[config.mk]
export PLATFORM = sky130hd
export DESIGN_NAME = npc_unit
export DESIGN_NICKNAME = d
export VERILOG_FILES = /design/src/rtl/npc_pkg.sv /design/src/rtl/npc_cond.sv /design/src/rtl/npc_target.sv /design/src/rtl/npc_unit.sv
export SDC_FILE = /design/constraint.sdc
export NUM_CORES = 1
export LEC_CHECK = 0
export BUFFER_PORTS_ARGS = -buffer_cell sky130_fd_sc_hd__buf_2
export CELL_PAD_IN_SITES_DETAIL_PLACEMENT = 0
export CELL_PAD_IN_SITES_GLOBAL_PLACEMENT = 2
export CORE_AREA = 2 2 98 110
export DETAILED_ROUTE_END_ITERATION = 8
export DIE_AREA = 0 0 100 112
export PLACE_DENSITY = 0.79
export SLEW_MARGIN = 20
export SYNTH_ARGS = -nofsm -noshare
export SYNTH_HDL_FRONTEND = slang
export SYNTH_SLANG_ARGS = --single-unit
[constraint.sdc]
create_clock -name clk -period 0.8 [get_ports clk]
set_input_delay 0.08 -clock clk [delete_from_list [all_inputs] [get_ports clk]]
set_output_delay 0.08 -clock clk [all_outputs]
set_load 0.01 [all_outputs]
[src/rtl/npc_pkg.sv]
package npc_pkg;

    typedef enum logic [2:0] {
        OP_SEQ    = 3'd0,
        OP_RJMP   = 3'd1,
        OP_RCALL  = 3'd2,
        OP_IJMP   = 3'd3,
        OP_BR_SET = 3'd4,
        OP_BR_CLR = 3'd5,
        OP_SK_SET = 3'd6,
        OP_SK_CLR = 3'd7
    } npc_op_e;

    // status bit positions that the condition logic decodes
    localparam int unsigned FLAG_N = 2;
    localparam int unsigned FLAG_V = 3;
    localparam int unsigned FLAG_S = 4;

    localparam logic [1:0] CYC_ONE   = 2'd1;
    localparam logic [1:0] CYC_TWO   = 2'd2;
    localparam logic [1:0] CYC_THREE = 2'd3;

endpackage

[src/rtl/npc_cond.sv]
module npc_cond
    import npc_pkg::*;
#(
    parameter int SR_W  = 8,
    localparam int SEL_W = $clog2(SR_W)
) (
    input  npc_op_e          op_i,
    input  logic [SR_W-1:0]  sreg_i,
    input  logic [SEL_W-1:0] bit_sel_i,
    input  logic             test_bit_i,
    output logic             cond_o
);

    logic flag_sel;

    // the sign flag is rebuilt from N and V rather than read from storage
    always_comb begin
        if (bit_sel_i == SEL_W'(FLAG_S)) begin
            flag_sel = sreg_i[FLAG_N] ^ sreg_i[FLAG_V];
        end else begin
            flag_sel = sreg_i[bit_sel_i];
        end
    end

    always_comb begin
        unique case (op_i)
            OP_SEQ:    cond_o = 1'b0;
            OP_RJMP,
            OP_RCALL,
            OP_IJMP:   cond_o = 1'b1;
            OP_BR_SET: cond_o = flag_sel;
            OP_BR_CLR: cond_o = ~flag_sel;
            OP_SK_SET: cond_o = test_bit_i;
            OP_SK_CLR: cond_o = ~test_bit_i;
            default:   cond_o = 1'b0;
        endcase
    end

endmodule

[src/rtl/npc_target.sv]
module npc_target #(
    parameter int PC_W   = 16,
    parameter int DISP_W = 12
) (
    input  logic [PC_W-1:0]   pc_i,
    input  logic [DISP_W-1:0] disp_i,
    output logic [PC_W-1:0]   seq_o,
    output logic [PC_W-1:0]   rel_o,
    output logic [PC_W-1:0]   skip1_o,
    output logic [PC_W-1:0]   skip2_o
);

    logic [PC_W-1:0] disp_ext;

    generate
        if (PC_W > DISP_W) begin : g_ext
            assign disp_ext = {{(PC_W-DISP_W){disp_i[DISP_W-1]}}, disp_i};
        end else begin : g_trunc
            assign disp_ext = disp_i[PC_W-1:0];
        end
    endgenerate

    assign seq_o   = pc_i + PC_W'(1);
    assign rel_o   = seq_o + disp_ext;
    assign skip1_o = pc_i + PC_W'(2);
    assign skip2_o = pc_i + PC_W'(3);

endmodule

[src/rtl/npc_unit.sv]
module npc_unit
    import npc_pkg::*;
#(
    parameter int PC_W   = 16,
    parameter int DISP_W = 12,
    parameter int SR_W   = 8,
    localparam int SEL_W = $clog2(SR_W)
) (
    input  logic              clk,
    input  logic              rst_n,
    input  logic [PC_W-1:0]   pc_i,
    input  logic [SR_W-1:0]   sreg_i,
    input  logic [2:0]        op_i,
    input  logic [DISP_W-1:0] disp_i,
    input  logic [SEL_W-1:0]  bit_sel_i,
    input  logic              test_bit_i,
    input  logic              next_two_word_i,
    input  logic [PC_W-1:0]   z_ptr_i,
    output logic [PC_W-1:0]   npc_o,
    output logic              taken_o,
    output logic [1:0]        cycles_o
);

    typedef struct packed {
        logic [PC_W-1:0] npc;
        logic            taken;
        logic [1:0]      cycles;
    } npc_state_t;

    npc_state_t state_d, state_q;
    npc_op_e    op;
    logic       cond;
    logic [PC_W-1:0] seq_pc, rel_pc, skip1_pc, skip2_pc;

    assign op = npc_op_e'(op_i);

    npc_cond #(.SR_W(SR_W)) u_cond (
        .op_i       (op),
        .sreg_i     (sreg_i),
        .bit_sel_i  (bit_sel_i),
        .test_bit_i (test_bit_i),
        .cond_o     (cond)
    );

    npc_target #(.PC_W(PC_W), .DISP_W(DISP_W)) u_target (
        .pc_i    (pc_i),
        .disp_i  (disp_i),
        .seq_o   (seq_pc),
        .rel_o   (rel_pc),
        .skip1_o (skip1_pc),
        .skip2_o (skip2_pc)
    );

    always_comb begin
        state_d.npc    = seq_pc;
        state_d.taken  = 1'b0;
        state_d.cycles = CYC_ONE;
        unique case (op)
            OP_RJMP: begin
                state_d.npc    = rel_pc;
                state_d.taken  = 1'b1;
                state_d.cycles = CYC_TWO;
            end
            OP_RCALL: begin
                state_d.npc    = rel_pc;
                state_d.taken  = 1'b1;
                state_d.cycles = CYC_THREE;
            end
            OP_IJMP: begin
                state_d.npc    = z_ptr_i;
                state_d.taken  = 1'b1;
                state_d.cycles = CYC_TWO;
            end
            OP_BR_SET, OP_BR_CLR: begin
                if (cond) begin
                    state_d.npc    = rel_pc;
                    state_d.taken  = 1'b1;
                    state_d.cycles = CYC_TWO;
                end
            end
            OP_SK_SET, OP_SK_CLR: begin
                if (cond) begin
                    state_d.taken = 1'b1;
                    if (next_two_word_i) begin
                        state_d.npc    = skip2_pc;
                        state_d.cycles = CYC_THREE;
                    end else begin
                        state_d.npc    = skip1_pc;
                        state_d.cycles = CYC_TWO;
                    end
                end
            end
            default: ;
        endcase
    end

    always_ff @(posedge clk or negedge rst_n) begin
        if (!rst_n) begin
            state_q <= '0;
        end else begin
            state_q <= state_d;
        end
    end

    assign npc_o    = state_q.npc;
    assign taken_o  = state_q.taken;
    assign cycles_o = state_q.cycles;

endmodule

==> flow_summary_export.csv <==
group,metric,value,unit
drt,via_per_inst,4.95,
timing,slew-limit-headroom,0.719,
die,core_area,10100,µm²
power_and_ir_drop,p_seq_frac,0.185,
global_routing,grt_overflow,0,
timing,finalHoldViolCount,0,
clocking,path_clk_slew,0.05,ns
drt,first_iter_violations,142,
yosys,synth_area,2660,µm²
setup_path,crit_chain,"buf_12 -> ha_4 -> nand3_4 -> nor2_4 -> xor2_4 -> ha_4 -> a211oi_2 -> o211ai_1 -> buf_4 -> a31oi_4 -> a21boi_2 -> xnor2_1 -> a221o_2",
setup_path,cp-end-kind,"flop",
global_routing,antenna_found_initial,0,
drt,dr.pass1.iters,4,
die,ios,81,
power_and_ir_drop,intPower,0.00380,W
clocking,numCtsBuffers,3,
setup_path,critPathMaxStageDelay,0.35,ns
setup_path,cp_max_fo,4,
drt,wire_per_inst,15.4,µm
setup_path,required,0.94,ns
layout,fin_area,5260,µm²
timing,final-max-slew-violation-count,0,
die,initial_core_util,0.262,
setup_path,arrival,2.35,ns
layout,diodes,0,
yosys,syn_inst,333,
yosys,synth_warnings,0,
global_routing,grt_pass1_wl,16300,µm
drt,drc,0,
layout,areaGrowthSynthToFinish,97.8,%
power_and_ir_drop,ir_drop,0.000751,V
setup_path,cp_common_cell,"ha_4",
timing,fmax,453,MHz
setup_path,critPathTopFamily,"compound AO/OA/AOI/OAI gates",
yosys,synth-edff-count,0,
power_and_ir_drop,power.density,1150,nW/µm²
timing,rsz0062_at_grt,"yes",
placement,gp_congestion,0.867,
power_and_ir_drop,leakagePower,2.31,nW
clocking,cts_root_buffer,"clkbuf_16",
drt,wirelength,10200,µm
die,die_area,11200,µm²
yosys,synth_nets,419,
placement,dpl.hpwl,8160,µm
die,die_h,112,µm
drt,final_antenna_net_count,0,
min_path,hp-class,"primary input to flop",
power_and_ir_drop,netSwitchingFraction,0.370,
power_and_ir_drop,p_switching,0.00223,W
timing,setup_slack,-1.41,ns
global_routing,grt_max_degree,19,
power_and_ir_drop,power,0.00603,W
timing,min_period,2.21,ns
layout,fin_cells,663,
setup_path,crit_slowest_cell,"a221o_2",
global_routing,grtUsageTotal,0.182,
placement,place_area,4160,µm²
layout,fillers,906,
clocking,clock-sinks,18,
run_status,violations,"negative setup slack",
yosys,ys_ff_latch,18,
die,die_w,100,µm
yosys,ys.flop_type,"dfrtp_1",
run_status,status,"complete, but fails checks",
layout,nets,627,
timing,setup_viol,37,
timing,post-route-period-util,2.76,
placement,dp_cells,635,
setup_path,cp.buffers_inverters,2,
clocking,cts_tree,"yes",
setup_path,crit_type,"primary input to flop",
placement,io_buffers,79,
die,placementRows,39,
global_routing,first_global_vias,3360,
power_and_ir_drop,p_clk_frac,0.190,
clocking,clock_path_buffers,2,
power_and_ir_drop,power_frac_comb,0.625,
yosys,ys_seq_area_frac,0.169,
job,drv_cap,0,
timing,worstMarginPinSlew,0.410,ns
layout,drive_gt1_frac,0.631,
clocking,htree_levels,1,
yosys,async_flop_share,1.00,
setup_path,crit_path_start_kind,"primary input",
yosys,syn-mean-instance-area,7.98,µm²
drt,vias,3280,
yosys,synthDistinctLibCells,60,
[layout make-up]
class / count / area, µm² / area share
multi-input cells: 291 / 2910 / 0.553
repair buffers: 216 / 1600 / 0.305
flip-flops and latches: 18 / 450 / 0.0857
well taps: 123 / 154 / 0.0293
clock buffers: 4 / 88.8 / 0.0169
inverters: 11 / 53.8 / 0.0102
[synthesized netlist by cell type (3+ instances only)]
cell type | number | area, µm²
a31oi_1 | 3 | 18.8
a221o_2 | 8 | 90.1
nor2b_1 | 5 | 31.3
nand3_1 | 13 | 65.1
nor2_1 | 20 | 75.1
ha_1 | 23 | 288
o21ai_0 | 21 | 105
nand4_1 | 6 | 37.5
inv_1 | 10 | 37.5
a211oi_1 | 10 | 75.1
nand2_1 | 39 | 146
xor2_1 | 20 | 175
xnor2_1 | 24 | 210
o211ai_1 | 4 | 30.0
o21a_1 | 3 | 22.5
nand2b_1 | 5 | 31.3
a21o_1 | 3 | 22.5
mux2i_1 | 7 | 70.1
o21bai_1 | 3 | 22.5
nor3_1 | 9 | 45.0
dfrtp_1 | 18 | 450
clkbuf_1 | 7 | 26.3
a21oi_1 | 29 | 145
[cell families (layout without fill, tap and decap cells)]
kind of cell,count (synthesis),count (layout),share of synthesized area
multiplexers,8,8,0.0348
AND/OR/NAND/NOR,111,111,0.202
adder cells (fa/ha/maj),24,24,0.116
buffers and inverters,24,231,0.0546
XOR/XNOR,45,45,0.153
flip-flops,18,18,0.169
AO/OA/AOI/OAI,103,103,0.269
[final timing paths]
path / startpoint / to / slack [ns] / cells after the start
max in group asynchronous: rst_n / npc_o[2] / 0.21 / 2
min in group asynchronous: rst_n / npc_o[14] / 0.30 / 2
hold / removal: z_ptr_i[14] / npc_o[14] / 0.15 / 4
setup / recovery: pc_i[0] / npc_o[15] / -1.41 / 13
[power groups by stage]
stage / logic [W] / clock network (W) / registers [W]
after floorplan: 0.00147 / 0 / 0.00123
after global placement: 0.00278 / 0 / 0.00113
after detailed placement: 0.00280 / 0 / 0.00113
after CTS: 0.00346 / 0.00117 / 0.00112
after global routing: 0.00404 / 0.00120 / 0.00113
final: 0.00377 / 0.00115 / 0.00112
[per-layer routing]
metal  global-route usage  share of wire  vias to the layer above
met5                    0              0                        -
met4               0.0511          0.019                        0
met3              0.00942          0.034                       11
met2                0.320           0.51                       64
met1                0.240           0.44                     1565
li1                     -              -                     1640
[through the flow]
| stage | hold WS (ns) | worst slack (ns) | util | TNS [ns] |
|---|---|---|---|---|
| after global routing | 0.169 | -1.47 | 0.518 | -21.90 |
| after CTS | 0.142 | -1.39 | 0.492 | -20.62 |
| after floorplan | -0.216 | -1.46 | - | -19.47 |
| final | 0.151 | -1.41 | 0.518 | -20.16 |
| after global placement | 0.0392 | -1.86 | 0.410 | -27.36 |
| after detailed placement | 0.0452 | -1.88 | 0.410 | -27.83 |
[registers in the layout, indices dropped and copies added (netlist names)]
name	count
npc_o	16
cycles_o	2
[cells in the final DEF, fill, tap and decap left out, drive strengths merged, types with 13 or more instances in the layout]
cell and count:
nor2 20, o21ai 21, nand3 13, dfrtp 18, xor2 20, ha 23
nand2 39, a21oi 29, buf 215, xnor2 24
[what timing repair did]
| item | CTS | global route |
|---|---|---|
| endpoints found under the hold margin | 18 | 0 |
| buffers inserted | 23 | 4 |
| resized for setup | 104 | 49 |
| hold buffers | 1 | 0 |
| endpoints found under the setup margin | 37 | 37 |
| pin swaps | 73 | 46 |
No activity file was read; power rests on OpenSTA's default activity.
